`config.mk`:
```
export PLATFORM = sky130hd
export DESIGN_NAME = sep_kernel_gen
export DESIGN_NICKNAME = d
export VERILOG_FILES = /design/src/rtl/sep_kgen_pkg.sv /design/src/rtl/kgen_mul.sv /design/src/rtl/kgen_div.sv /design/src/rtl/kgen_tab.sv /design/src/rtl/kgen_look.sv /design/src/rtl/kgen_ctrl.sv /design/src/rtl/sep_kernel_gen.sv
export SDC_FILE = /design/constraint.sdc
export NUM_CORES = 2
export LEC_CHECK = 0
export BUFFER_PORTS_ARGS = -buffer_cell sky130_fd_sc_hd__buf_2
export CAP_MARGIN = 20
export CORE_MARGIN = 5
export CORE_UTILIZATION = 42
export DETAILED_ROUTE_END_ITERATION = 6
export PLACE_DENSITY = 0.58
export SLEW_MARGIN = 30
export SYNTH_ARGS = -nofsm -noshare
export SYNTH_HDL_FRONTEND = slang
export SYNTH_MEMORY_MAX_BITS = 65536
export SYNTH_SLANG_ARGS = --single-unit
```
`constraint.sdc`:
```
create_clock -name clk -period 20.3 [get_ports clk]
set_input_delay 2.03 -clock clk [delete_from_list [all_inputs] [get_ports clk]]
set_output_delay 2.03 -clock clk [all_outputs]
set_load 0.01 [all_outputs]
```
`src/rtl/sep_kgen_pkg.sv`:
```
package sep_kgen_pkg;

    localparam int KG_MAX_DIM = 64;
    localparam int KG_FRAC    = 16;
    localparam int KG_DATA_W  = 32;
    localparam int KG_IDX_W   = $clog2(KG_MAX_DIM);
    localparam int KG_DIM_W   = KG_IDX_W + 1;
    localparam int KG_SQ_W    = 2 * KG_IDX_W;
    localparam int KG_RCP_W   = 2 * KG_FRAC + 1;

    typedef enum logic [2:0] {
        KG_IDLE  = 3'd0,
        KG_BW    = 3'd1,
        KG_DWAIT = 3'd2,
        KG_SQ    = 3'd3,
        KG_SC    = 3'd4
    } kg_state_e;

    function automatic logic [KG_IDX_W-1:0] kg_abs_off(
        input logic [KG_IDX_W-1:0] idx,
        input logic [KG_IDX_W-1:0] mid
    );
        return (idx >= mid) ? (idx - mid) : (mid - idx);
    endfunction

endpackage

```
`src/rtl/kgen_mul.sv`:
```
module kgen_mul #(
    parameter int A_W = 33,
    parameter int B_W = 12,
    localparam int P_W = A_W + B_W
) (
    input  logic [A_W-1:0] a,
    input  logic [B_W-1:0] b,
    output logic [P_W-1:0] p
);
    always_comb begin
        p = P_W'(a) * P_W'(b);
    end
endmodule

```
`src/rtl/kgen_div.sv`:
```
module kgen_div #(
    parameter int NUM_W = 33,
    parameter int DEN_W = 12,
    localparam int CNT_W = $clog2(NUM_W),
    localparam logic [NUM_W-1:0] NUMER = NUM_W'(1) << (NUM_W - 1)
) (
    input  logic             clk,
    input  logic             rst,
    input  logic             start,
    input  logic [DEN_W-1:0] den,
    output logic [NUM_W-1:0] quo,
    output logic             done
);
    logic [DEN_W-1:0] den_q, rem_q;
    logic [NUM_W-1:0] dvd_q;
    logic [CNT_W-1:0] cnt_q;
    logic             run_q;
    logic [DEN_W:0]   shifted, trial;
    logic             fits;

    always_comb begin
        shifted = {rem_q, dvd_q[NUM_W-1]};
        fits    = shifted >= {1'b0, den_q};
        trial   = fits ? (shifted - {1'b0, den_q}) : shifted;
    end

    always_ff @(posedge clk) begin
        if (rst) begin
            den_q <= '0;
            rem_q <= '0;
            dvd_q <= '0;
            cnt_q <= '0;
            run_q <= 1'b0;
            done  <= 1'b0;
        end else begin
            done <= 1'b0;
            if (start) begin
                den_q <= den;
                rem_q <= '0;
                dvd_q <= NUMER;
                cnt_q <= CNT_W'(NUM_W - 1);
                run_q <= 1'b1;
            end else if (run_q) begin
                rem_q <= trial[DEN_W-1:0];
                dvd_q <= {dvd_q[NUM_W-2:0], fits};
                if (cnt_q == '0) begin
                    run_q <= 1'b0;
                    done  <= 1'b1;
                end else begin
                    cnt_q <= cnt_q - CNT_W'(1);
                end
            end
        end
    end

    assign quo = dvd_q;
endmodule

```
`src/rtl/kgen_tab.sv`:
```
module kgen_tab #(
    parameter int MAX_DIM = 64,
    parameter int DATA_W  = 32,
    localparam int DEPTH  = 2 * MAX_DIM,
    localparam int ADDR_W = $clog2(DEPTH)
) (
    input  logic              clk,
    input  logic              wr_en,
    input  logic [ADDR_W-1:0] wr_addr,
    input  logic [DATA_W-1:0] wr_data,
    input  logic [ADDR_W-1:0] rd_addr [2],
    output logic [DATA_W-1:0] rd_data [2]
);
    logic [DATA_W-1:0] mem [DEPTH];

    always_ff @(posedge clk) begin
        if (wr_en) mem[wr_addr] <= wr_data;
    end

    for (genvar g = 0; g < 2; g++) begin : g_rd
        assign rd_data[g] = mem[rd_addr[g]];
    end
endmodule

```
`src/rtl/kgen_look.sv`:
```
module kgen_look #(
    parameter int DATA_W = 32,
    parameter int FRAC   = 16
) (
    input  logic              clk,
    input  logic              rst,
    input  logic              req,
    input  logic              tab_ok,
    input  logic              in_win,
    input  logic [DATA_W-1:0] kx,
    input  logic [DATA_W-1:0] ky,
    output logic              wt_valid,
    output logic              wt_err,
    output logic [DATA_W-1:0] weight
);
    typedef struct packed {
        logic              vld;
        logic              err;
        logic [DATA_W-1:0] w;
    } look_res_t;

    localparam logic [DATA_W:0] ONE = (DATA_W+1)'(1) << FRAC;

    look_res_t res_n, res_q;
    logic [DATA_W:0] t_sum;

    always_comb begin
        t_sum     = {1'b0, kx} + {1'b0, ky};
        res_n.vld = req;
        res_n.err = req & ~tab_ok;
        if (!tab_ok || !in_win || t_sum > ONE) res_n.w = '0;
        else                                   res_n.w = DATA_W'(ONE - t_sum);
    end

    always_ff @(posedge clk) begin
        if (rst) res_q <= '0;
        else     res_q <= res_n;
    end

    assign wt_valid = res_q.vld;
    assign wt_err   = res_q.err;
    assign weight   = res_q.w;
endmodule

```
`src/rtl/kgen_ctrl.sv`:
```
module kgen_ctrl
    import sep_kgen_pkg::*;
#(
    parameter int IDX_W  = KG_IDX_W,
    parameter int DATA_W = KG_DATA_W,
    parameter int FRAC   = KG_FRAC,
    localparam int DIM_W = IDX_W + 1,
    localparam int SQ_W  = 2 * IDX_W,
    localparam int RCP_W = 2 * FRAC + 1,
    localparam int P_W   = RCP_W + SQ_W
) (
    input  logic              clk,
    input  logic              rst,
    input  logic              start,
    input  logic [DIM_W-1:0]  win_w,
    input  logic [DIM_W-1:0]  win_h,
    output logic              busy,
    output logic              done,
    output logic              ready,
    output logic [DIM_W-1:0]  win_w_q,
    output logic [DIM_W-1:0]  win_h_q,
    output logic [RCP_W-1:0]  mul_a,
    output logic [SQ_W-1:0]   mul_b,
    input  logic [P_W-1:0]    mul_p,
    output logic              div_start,
    output logic [SQ_W-1:0]   div_den,
    input  logic [RCP_W-1:0]  div_quo,
    input  logic              div_done,
    output logic              wr_en,
    output logic [IDX_W:0]    wr_addr,
    output logic [DATA_W-1:0] wr_data
);
    kg_state_e        state_q;
    logic             ax_q;
    logic [IDX_W-1:0] idx_q;
    logic [SQ_W-1:0]  sq_q;
    logic [RCP_W-1:0] rcp_q [2];
    logic [DIM_W-1:0] dim_cur;
    logic [IDX_W-1:0] half, off;
    logic             last;

    always_comb begin
        dim_cur = ax_q ? win_h_q : win_w_q;
        half    = IDX_W'(dim_cur >> 1);
        off     = kg_abs_off(idx_q, half);
        last    = (DIM_W'(idx_q) == (dim_cur - DIM_W'(1)));
        mul_a   = '0;
        mul_b   = '0;
        case (state_q)
            KG_BW: begin
                mul_a = RCP_W'(half);
                mul_b = SQ_W'(half);
            end
            KG_SQ: begin
                mul_a = RCP_W'(off);
                mul_b = SQ_W'(off);
            end
            KG_SC: begin
                mul_a = rcp_q[ax_q];
                mul_b = sq_q;
            end
            default: ;
        endcase
        div_start = (state_q == KG_BW);
        div_den   = mul_p[SQ_W-1:0];
        wr_en     = (state_q == KG_SC);
        wr_addr   = {ax_q, idx_q};
        wr_data   = DATA_W'(mul_p >> FRAC);
        busy      = (state_q != KG_IDLE);
    end

    always_ff @(posedge clk) begin
        if (rst) begin
            state_q  <= KG_IDLE;
            ax_q     <= 1'b0;
            idx_q    <= '0;
            sq_q     <= '0;
            rcp_q[0] <= '0;
            rcp_q[1] <= '0;
            win_w_q  <= '0;
            win_h_q  <= '0;
            done     <= 1'b0;
            ready    <= 1'b0;
        end else begin
            done <= 1'b0;
            case (state_q)
                KG_IDLE: if (start) begin
                    win_w_q <= win_w;
                    win_h_q <= win_h;
                    ax_q    <= 1'b0;
                    ready   <= 1'b0;
                    state_q <= KG_BW;
                end
                KG_BW: state_q <= KG_DWAIT;
                KG_DWAIT: if (div_done) begin
                    rcp_q[ax_q] <= div_quo;
                    idx_q       <= '0;
                    if (!ax_q) begin
                        ax_q    <= 1'b1;
                        state_q <= KG_BW;
                    end else begin
                        ax_q    <= 1'b0;
                        state_q <= KG_SQ;
                    end
                end
                KG_SQ: begin
                    sq_q    <= mul_p[SQ_W-1:0];
                    state_q <= KG_SC;
                end
                KG_SC: begin
                    state_q <= KG_SQ;
                    if (!last) begin
                        idx_q <= idx_q + IDX_W'(1);
                    end else if (!ax_q) begin
                        ax_q  <= 1'b1;
                        idx_q <= '0;
                    end else begin
                        state_q <= KG_IDLE;
                        done    <= 1'b1;
                        ready   <= 1'b1;
                    end
                end
                default: state_q <= KG_IDLE;
            endcase
        end
    end
endmodule

```
`src/rtl/sep_kernel_gen.sv`:
```
module sep_kernel_gen
    import sep_kgen_pkg::*;
#(
    parameter int MAX_DIM = KG_MAX_DIM,
    parameter int FRAC    = KG_FRAC,
    parameter int DATA_W  = KG_DATA_W,
    localparam int IDX_W  = $clog2(MAX_DIM),
    localparam int DIM_W  = IDX_W + 1,
    localparam int SQ_W   = 2 * IDX_W,
    localparam int RCP_W  = 2 * FRAC + 1,
    localparam int P_W    = RCP_W + SQ_W
) (
    input  logic              clk,
    input  logic              rst,
    input  logic              start,
    input  logic [DIM_W-1:0]  win_w,
    input  logic [DIM_W-1:0]  win_h,
    output logic              busy,
    output logic              done,
    output logic              ready,
    input  logic              lk_req,
    input  logic [IDX_W-1:0]  lk_x,
    input  logic [IDX_W-1:0]  lk_y,
    output logic              wt_valid,
    output logic              wt_err,
    output logic [DATA_W-1:0] weight
);
    logic [DIM_W-1:0]  win_w_q, win_h_q;
    logic [RCP_W-1:0]  mul_a, div_quo;
    logic [SQ_W-1:0]   mul_b, div_den;
    logic [P_W-1:0]    mul_p;
    logic              div_start, div_done, wr_en, in_win;
    logic [IDX_W:0]    wr_addr;
    logic [DATA_W-1:0] wr_data;
    logic [IDX_W:0]    rd_addr [2];
    logic [DATA_W-1:0] rd_data [2];

    kgen_ctrl #(.IDX_W(IDX_W), .DATA_W(DATA_W), .FRAC(FRAC)) u_ctrl (
        .clk(clk), .rst(rst), .start(start), .win_w(win_w), .win_h(win_h),
        .busy(busy), .done(done), .ready(ready),
        .win_w_q(win_w_q), .win_h_q(win_h_q),
        .mul_a(mul_a), .mul_b(mul_b), .mul_p(mul_p),
        .div_start(div_start), .div_den(div_den), .div_quo(div_quo), .div_done(div_done),
        .wr_en(wr_en), .wr_addr(wr_addr), .wr_data(wr_data)
    );

    kgen_mul #(.A_W(RCP_W), .B_W(SQ_W)) u_mul (.a(mul_a), .b(mul_b), .p(mul_p));

    kgen_div #(.NUM_W(RCP_W), .DEN_W(SQ_W)) u_div (
        .clk(clk), .rst(rst), .start(div_start), .den(div_den),
        .quo(div_quo), .done(div_done)
    );

    assign rd_addr[0] = {1'b0, lk_x};
    assign rd_addr[1] = {1'b1, lk_y};
    assign in_win     = (DIM_W'(lk_x) < win_w_q) && (DIM_W'(lk_y) < win_h_q);

    kgen_tab #(.MAX_DIM(MAX_DIM), .DATA_W(DATA_W)) u_tab (
        .clk(clk), .wr_en(wr_en), .wr_addr(wr_addr), .wr_data(wr_data),
        .rd_addr(rd_addr), .rd_data(rd_data)
    );

    kgen_look #(.DATA_W(DATA_W), .FRAC(FRAC)) u_look (
        .clk(clk), .rst(rst), .req(lk_req), .tab_ok(ready), .in_win(in_win),
        .kx(rd_data[0]), .ky(rd_data[1]),
        .wt_valid(wt_valid), .wt_err(wt_err), .weight(weight)
    );
endmodule

```
Word-level counts from Yosys, hierarchy flattened
Memory sizes are Yosys's and may differ from the RTL's. A register that Yosys moved wholly into a read port is not among the register bits.
Index checks and enable logic that the tools add are counted.
{ "classes": {"n_bitwise": 6, "n_eq_ne": 11, "n_lt_le_gt_ge": 5, "add_sub_neg": 8, "n_mul": 1, "muxes": 46, "n_reduce_logical": 24} }
{ "op_table": {"columns": ["operator", "count"], "rows": [
  ["two-way mux 33 bit", 3],
  ["case mux 33 bit (3 select lines)", 1],
  ["multiplier 33 x 12 -> 45 bit", 1],
  ["two-way mux 6 bit", 7],
  ["case mux 12 bit (3 select lines)", 1],
  ["adder 32 x 32 -> 33 bit", 1],
  ["greater-than comparator 33 x 17 -> 1 bit (second input constant)", 1],
  ["OR reduction 33 bit", 1],
  ["subtractor 17 x 32 -> 32 bit (first input constant)", 1],
  ["two-way mux 1 bit", 23],
  ["case mux 3 bit (5 select lines)", 1],
  ["less-than comparator 6 x 7 -> 1 bit", 2],
  ["greater-or-equal comparator 13 x 12 -> 1 bit", 1],
  ["two-way mux 12 bit", 1],
  ["case mux 6 bit (2 select lines)", 1],
  ["subtractor 12 bit", 1],
  ["subtractor 6 bit", 2],
  ["two-way mux 3 bit", 3],
  ["inequality test 2 bit (second input constant)", 4],
  ["AND reduction 2 bit", 4],
  ["AND reduction 4 bit", 2],
  ["== test 6 x 7 -> 1 bit", 1],
  ["two-way mux 7 bit", 1],
  ["subtractor 7 x 1 -> 7 bit (second input constant)", 1],
  ["other kinds (23)", 36]
]} }
{ "totals": {"memories": 2, "inputBits": 30, "register_bits": 137, "elab_cells": 122, "ram_bits": 3778, "output_inout_bits": 37} }
{ "mem_list": {"columns": ["memory", "words", "word_bits", "read_ports", "rd_ports_with_merged_regs", "wr", "line_no", "text"], "rows": [
  ["u_tab.mem", 128, 29, 2, 0, 1, "kgen_tab.sv:14", "logic [DATA_W-1:0] mem [DEPTH];"],
  ["u_ctrl.rcp_q", 2, 33, 1, 1, 2, "kgen_ctrl.sv:37", "logic [RCP_W-1:0] rcp_q [2];"]
]} }

Longest topological paths before layout
{ "logic_depth": {"word_depth": 7, "depth_mapped": 41, "ltp_nobuf": 37} }

By module
From an unflattened synthesis, not the netlist that was laid out.
{ "unflattened": {"cells_unflattened": 10534, "hier_area_um2": 212506.3} }
{ "modules_own_cells": {"columns": ["module", "instances", "cells_per_inst", "seq_area_each_um2", "area_per_inst_um2"], "rows": [
  ["kgen_tab", 1, 7637, 122998.0, 187484.8],
  ["kgen_mul", 1, 1489, 0.0, 12378.1],
  ["kgen_ctrl", 1, 610, 2762.6, 5901.9],
  ["kgen_look", 1, 403, 680.7, 3233.1],
  ["kgen_div", 1, 357, 1301.2, 3224.3],
  ["sep_kernel_gen", 1, 38, 0.0, 284.0]
]} }

Worst setup path before layout
Ideal clock, no wire load.
{ "synth_path": {"path_type": "register to register", "startpoint": "reg u_ctrl.ax_q", "endpoint": "mem u_tab.mem[0][27] (netlist name), data pin", "n_path_buf": 4, "t_arrival_ns": 13.768, "setup_time_ns": 1.230, "setup_slack_ns": 5.302, "path_stages_with_launch": 40, "synth_period_minus_slack_ns": 14.998, "cell_sequence": "dfxtp_1 > buf_2 > clkbuf_1 > nand2_1 > o21a_1 > inv_1 > ha_1 > inv_1 > fa_1 > a21o_1 > a21oi_1 > a31o_2 > buf_2 > mux2_2 > a31oi_1 > nand3_1 > a31oi_1 > xor2_1 > [... 4 more ...] > fa_1 > fa_1 > inv_1 > fa_1 > inv_1 > fa_1 > inv_1 > ha_1 > nand2_1 > or3_1 > a21o_1 > a2111o_1 > a21oi_1 > a31oi_1 > nor2_1 > a2111oi_0 > o31a_1 > a211oi_1"} }
{ "synth_via": {"elab_chain_cells": 5, "elab_cells_between_ends": 8, "cone_classes": "add/sub (2); mul (1); order compare (1); mux (4)"} }
{ "synth_lines": {"columns": ["item", "line_no", "text"], "rows": [
  ["start, declared", "kgen_ctrl.sv:34", "logic ax_q;"],
  ["start signal, assigned", "kgen_ctrl.sv:75", "ax_q <= 1'b0;"],
  ["start signal, assigned", "kgen_ctrl.sv:90", "ax_q <= 1'b0;"],
  ["start signal, assigned", "kgen_ctrl.sv:99", "ax_q <= 1'b1;"],
  ["two-way mux 7 bit *", "kgen_ctrl.sv:43", "dim_cur = ax_q ? win_h_q : win_w_q;"],
  ["subtractor 6 bit / greater-or-equal comparator 6 bit (equally long branches)", "sep_kgen_pkg.sv:23", "return (idx >= mid) ? (idx - mid) : (mid - idx);"],
  ["two-way mux 6 bit", "sep_kgen_pkg.sv:23", null],
  ["case mux 33 bit (3 select lines) / case mux 12 bit (3 select lines) (equally long branches)", "kgen_ctrl.sv:49", "case (state_q)"],
  ["multiplier 33 x 12 -> 45 bit *", "kgen_mul.sv:11", "p = P_W'(a) * P_W'(b);"],
  ["net mul_p[43]", "sep_kernel_gen.sv:31", "logic [P_W-1:0] mul_p;"],
  ["end, declared", "kgen_tab.sv:14", null]
]} }
The timed path passes the listed nets; every way through them passes the cells marked *.

Worst setup path in the final report
{ "layout_path": {"startpoint": "reg u_ctrl.ax_q", "endpoint": "mem u_tab.mem[53][23] (netlist name), data pin"} }
The elaborated chain is that of the path after synthesis.

==> run_results.csv <==
group,metric,value,unit
clock_network,cts.reportedPaths.clkPinSlew,0.06,ns
critical_path,worstReg2RegStart,"u_ctrl.ax_q",
power,power-per-cell-area,88.9,nW/um2
floorplanning,die_width,636,um
sta,period_share,60.8,%
critical_path,register_to_register_setup_slack,7.95,ns
critical_path,critPathMaxStageDelay,0.82,ns
sta,finalWorstPathRequiredPeriod,12.35,ns
routing,vias_per_cell,5.86,
clock_network,postCtsResizedCells,0,
routing,detail_route.drc_violations,0,
power,p_sw,3.52,mW
yosys,ys_dominant_reg_cell,"sky130_fd_sc_hd__edfxtp_1",
place,gp_routability_congestion,0.877,
sta,drv_slew,0,
cells_and_area,final_net_count,8947,
clock_network,clockRootBuffer,"sky130_fd_sc_hd__clkbuf_16",
power,vdd_ir_drop_max,75.2,uV
floorplanning,die_height,636,um
cells_and_area,layoutNonFillerInstCount,14005,
critical_path,critPathSlowestCell,"sky130_fd_sc_hd__a2111oi_0",
routing,wl_per_cell,31.4,um
grt,grt.total_usage,21.6,%
sta,slew_headroom,32.2,%
place,dp.cells,13245,
yosys,yosysSeqAreaShare,70.7,%
clock_network,max-clock-path-buffers,4,
sta,skew,0.0763,ns
grt,pin_count_of_the_biggest_net_entering_global_routing,129,
routing,final_wirelength,440000,um
power,seq_power_share,52.9,%
sta,worstMarginPinSlew,1.02,ns
clock_network,total_setup_buffers_inserted_after_cts,0,
critical_path,arrival,12.97,ns
power,switching_share,21.3,%
critical_path,crit_path_start_kind,"flip-flop",
yosys,netlist_instances,8104,
power,p_clk_share,42.7,%
power,power_report.internal_total,13.0,mW
yosys,synth_edf_count,3778,
critical_path,r2r_end,"u_tab.mem[53][23]",
clock_network,cts_tree,"yes",
clock_network,clk_latency,0.99,ns
critical_path,endpoint,"u_tab.mem[53][23]",
yosys,synth-warning-count,0,
sta,fmax,81.0,MHz
grt,antenna_found_initial,31,
yosys,synth_top_area_cell,"sky130_fd_sc_hd__edfxtp_1",
clock_network,h-tree-depth,5,
clock_network,cts_inserted_buffers,399,
critical_path,reg2regPathDepth,35,
power,power.leakage,61.1,nW
floorplanning,initial_core_util,42.2,%
sta,finalSetupTns,0,ns
critical_path,timing.critical_path.to_type,"flip-flop",
floorplanning,core.rowCount,229,
floorplanning,floorplan.die_area,404000,um2
yosys,syn-mean-instance-area,20.3,um2
critical_path,critPathLaunch,"u_ctrl.ax_q",
grt,grt_pass1_wl,628000,um
grt,global_route.overflow_total,0,
sta,rsz0062_at_grt,"false",
routing,number_of_nets_still_failing_antenna_checks_after_routing,0,
sta,number_of_hold_violations_in_the_final_report,0,
floorplanning,num_io_pins,67,
sta,report.final.setup_viol,0,
place,dp_hpwl,258000,um
cells_and_area,final_core_util,47.7,%
routing,drt_pre_antenna_iters,6,
yosys,ys_seq_elements,3916,
yosys,asyncSetResetFlopFracSynth,0,%
critical_path,worst-endpoint-required,20.93,ns
status,run_status,"finished, final reports clean",
clock_network,clock_sinks,3916,
hold_path,hold_class,"flip-flop to flip-flop",
critical_path,crit_fanout,80,
critical_path,worst_path_most_repeated_cell,"sky130_fd_sc_hd__fa_1",
run,reported_max_cap_violation_count,0,
place,io_buffer_count,66,
clock_network,cts_hold_repair.buffers,0,
floorplanning,core,389000,um2
cells_and_area,final_layout_size_suffix_gt1_share,26.7,%
grt,vias_in_the_first_global_route,84204,
routing,vias,82035,
yosys,netlist-cell-type-count,88,
power,combinationalPowerShare,4.4,%
critical_path,start_to_end_type_of_the_worst_setup_path,"flip-flop to flip-flop",
yosys,synth.top_cells.by_area,"sky130_fd_sc_hd__edfxtp_1, sky130_fd_sc_hd__mux4_2, sky130_fd_sc_hd__fa_1",
yosys,cell_area_after_synthesis,164000,um2
yosys,post-synth-top-area-fraction,69.0,%
routing,drt_first_iter_violations,8849,
cells_and_area,syn_to_final_growth,13.1,%
## kinds of logic (layout without fill, tap and decap cells)
| family | after synthesis | after routing | synth area share, % |
|---|---|---|---|
| flip-flops | 3916 | 3916 | 70.7 |
| multiplexers | 1328 | 1328 | 17.4 |
| AND/OR/NAND/NOR | 1097 | 1097 | 2.98 |
| buffers and inverters | 831 | 1499 | 1.96 |
| adder cells (fa/ha/maj) | 466 | 466 | 4.98 |
| AO/OA/AOI/OAI | 375 | 375 | 1.49 |
| XOR/XNOR | 90 | 90 | 0.480 |
| other | 1 | 37 | 0.00228 |
## layer usage
layer | part of all wire [%] | routed length [um] | GRT usage (%)
met4 | 3.5 | 15400 | 6.77
met3 | 7.2 | 31700 | 3.04
met2 | 48 | 211000 | 34.7
met5 | 0.014 | 62 | 0
met1 | 41 | 182000 | 30.7
## cells in the mapped netlist, drive strengths merged, types with 36 or more instances
cell type and n:
edfxtp 3778, xnor2 63, mux4 1218, nand2 416, nor2 380, o21ai 55
clkbuf 299, dfxtp 138, a21oi 141, inv 430, and2 103, ha 152
nand3 36, mux2i 81, fa 314, buf 99
## worst min path at each step
stage | startpoint | endpoint | slack (ns) | cells past startpoint
CTS | u_ctrl.sq_q[4] | u_ctrl.sq_q[4] | 0.46 | 2
floorplan | u_div.den_q[10] | u_div.den_q[10] | 0.44 | 2
finish | u_ctrl.sq_q[4] | u_ctrl.sq_q[4] | 0.46 | 2
global placement | u_ctrl.sq_q[2] | u_ctrl.sq_q[2] | 0.45 | 2
detailed placement | u_ctrl.sq_q[4] | u_ctrl.sq_q[4] | 0.45 | 2
global route | u_div.den_q[2] | u_div.den_q[2] | 0.48 | 2
## state kept, by name, indices dropped and copies added, names as in the netlist, named ones only
name / count
u_look.weight: 32
u_ctrl.idx_q: 6
u_ctrl.win_w_q: 7
u_div.rem_q: 12
u_div.den_q: 12
u_ctrl.done: 1
u_look.wt_valid: 1
u_div.quo: 33
u_div.done: 1
u_ctrl.state_q: 3
u_ctrl.ready: 1
u_look.wt_err: 1
u_ctrl.rcp_q: 66
u_div.run_q: 1
u_tab.mem: 3712
u_ctrl.win_h_q: 7
u_ctrl.sq_q: 12
u_ctrl.ax_q: 1
u_div.cnt_q: 6
## cells in the final DEF, fill, tap and decap left out, drive strengths merged, types with 34 or more instances in the layout
master	count
a21o	34
a21oi	141
and2	103
buf	339
clkbuf	500
clkinv	187
dfxtp	138
edfxtp	3778
fa	314
ha	152
inv	445
mux2i	81
mux4	1218
nand2	416
nand3	36
nor2	380
o21ai	55
xnor2	63
## stage by stage
stage / area, um2 / setup slack [ns] / total power [mW] / hold WS, ns
after floorplan: 164000 / 5.30 / 9.42 / 0.436
after global placement: 173000 / 8.17 / 9.64 / 0.449
after detailed placement: 173000 / 7.85 / 9.64 / 0.451
after CTS: 186000 / 7.86 / 16.7 / 0.460
after global routing: 186000 / 7.36 / 17.1 / 0.485
final: 186000 / 7.95 / 16.5 / 0.458
## layout make-up
type | count | area (um2)
fill | 31777 | 204000
inverter | 432 | 1620
clock inverter | 228 | 1940
multi-input combinational | 3363 | 46300
sequential | 3916 | 116000
timing repair buffer | 339 | 2580
antenna | 30 | 75.1
tap | 5197 | 6500
clock buffer | 500 | 10600
## worst max-delay path, delay by kind of cell (launching register included)
family | cells | cell delay [ns]
AOI/OAI and AO/OA | 13 | 4.06
adders and majority gates | 7 | 3.22
buffers and inverters | 7 | 1.87
xor gates and xnor gates | 2 | 0.34
DFF | 1 | 0.69
muxes | 2 | 0.85
and+or+nand+nor | 4 | 0.74
## power by group through the flow
| stage | sequential (mW) | clock [mW] | combinational [mW] |
|---|---|---|---|
| floorplan | 8.91 | 0 | 0.503 |
| global placement | 8.92 | 0 | 0.719 |
| detailed placement | 8.92 | 0 | 0.724 |
| CTS | 8.75 | 7.21 | 0.726 |
| global route | 8.74 | 7.56 | 0.770 |
| finish | 8.75 | 7.06 | 0.723 |
Power figures use the tool's default switching activity.
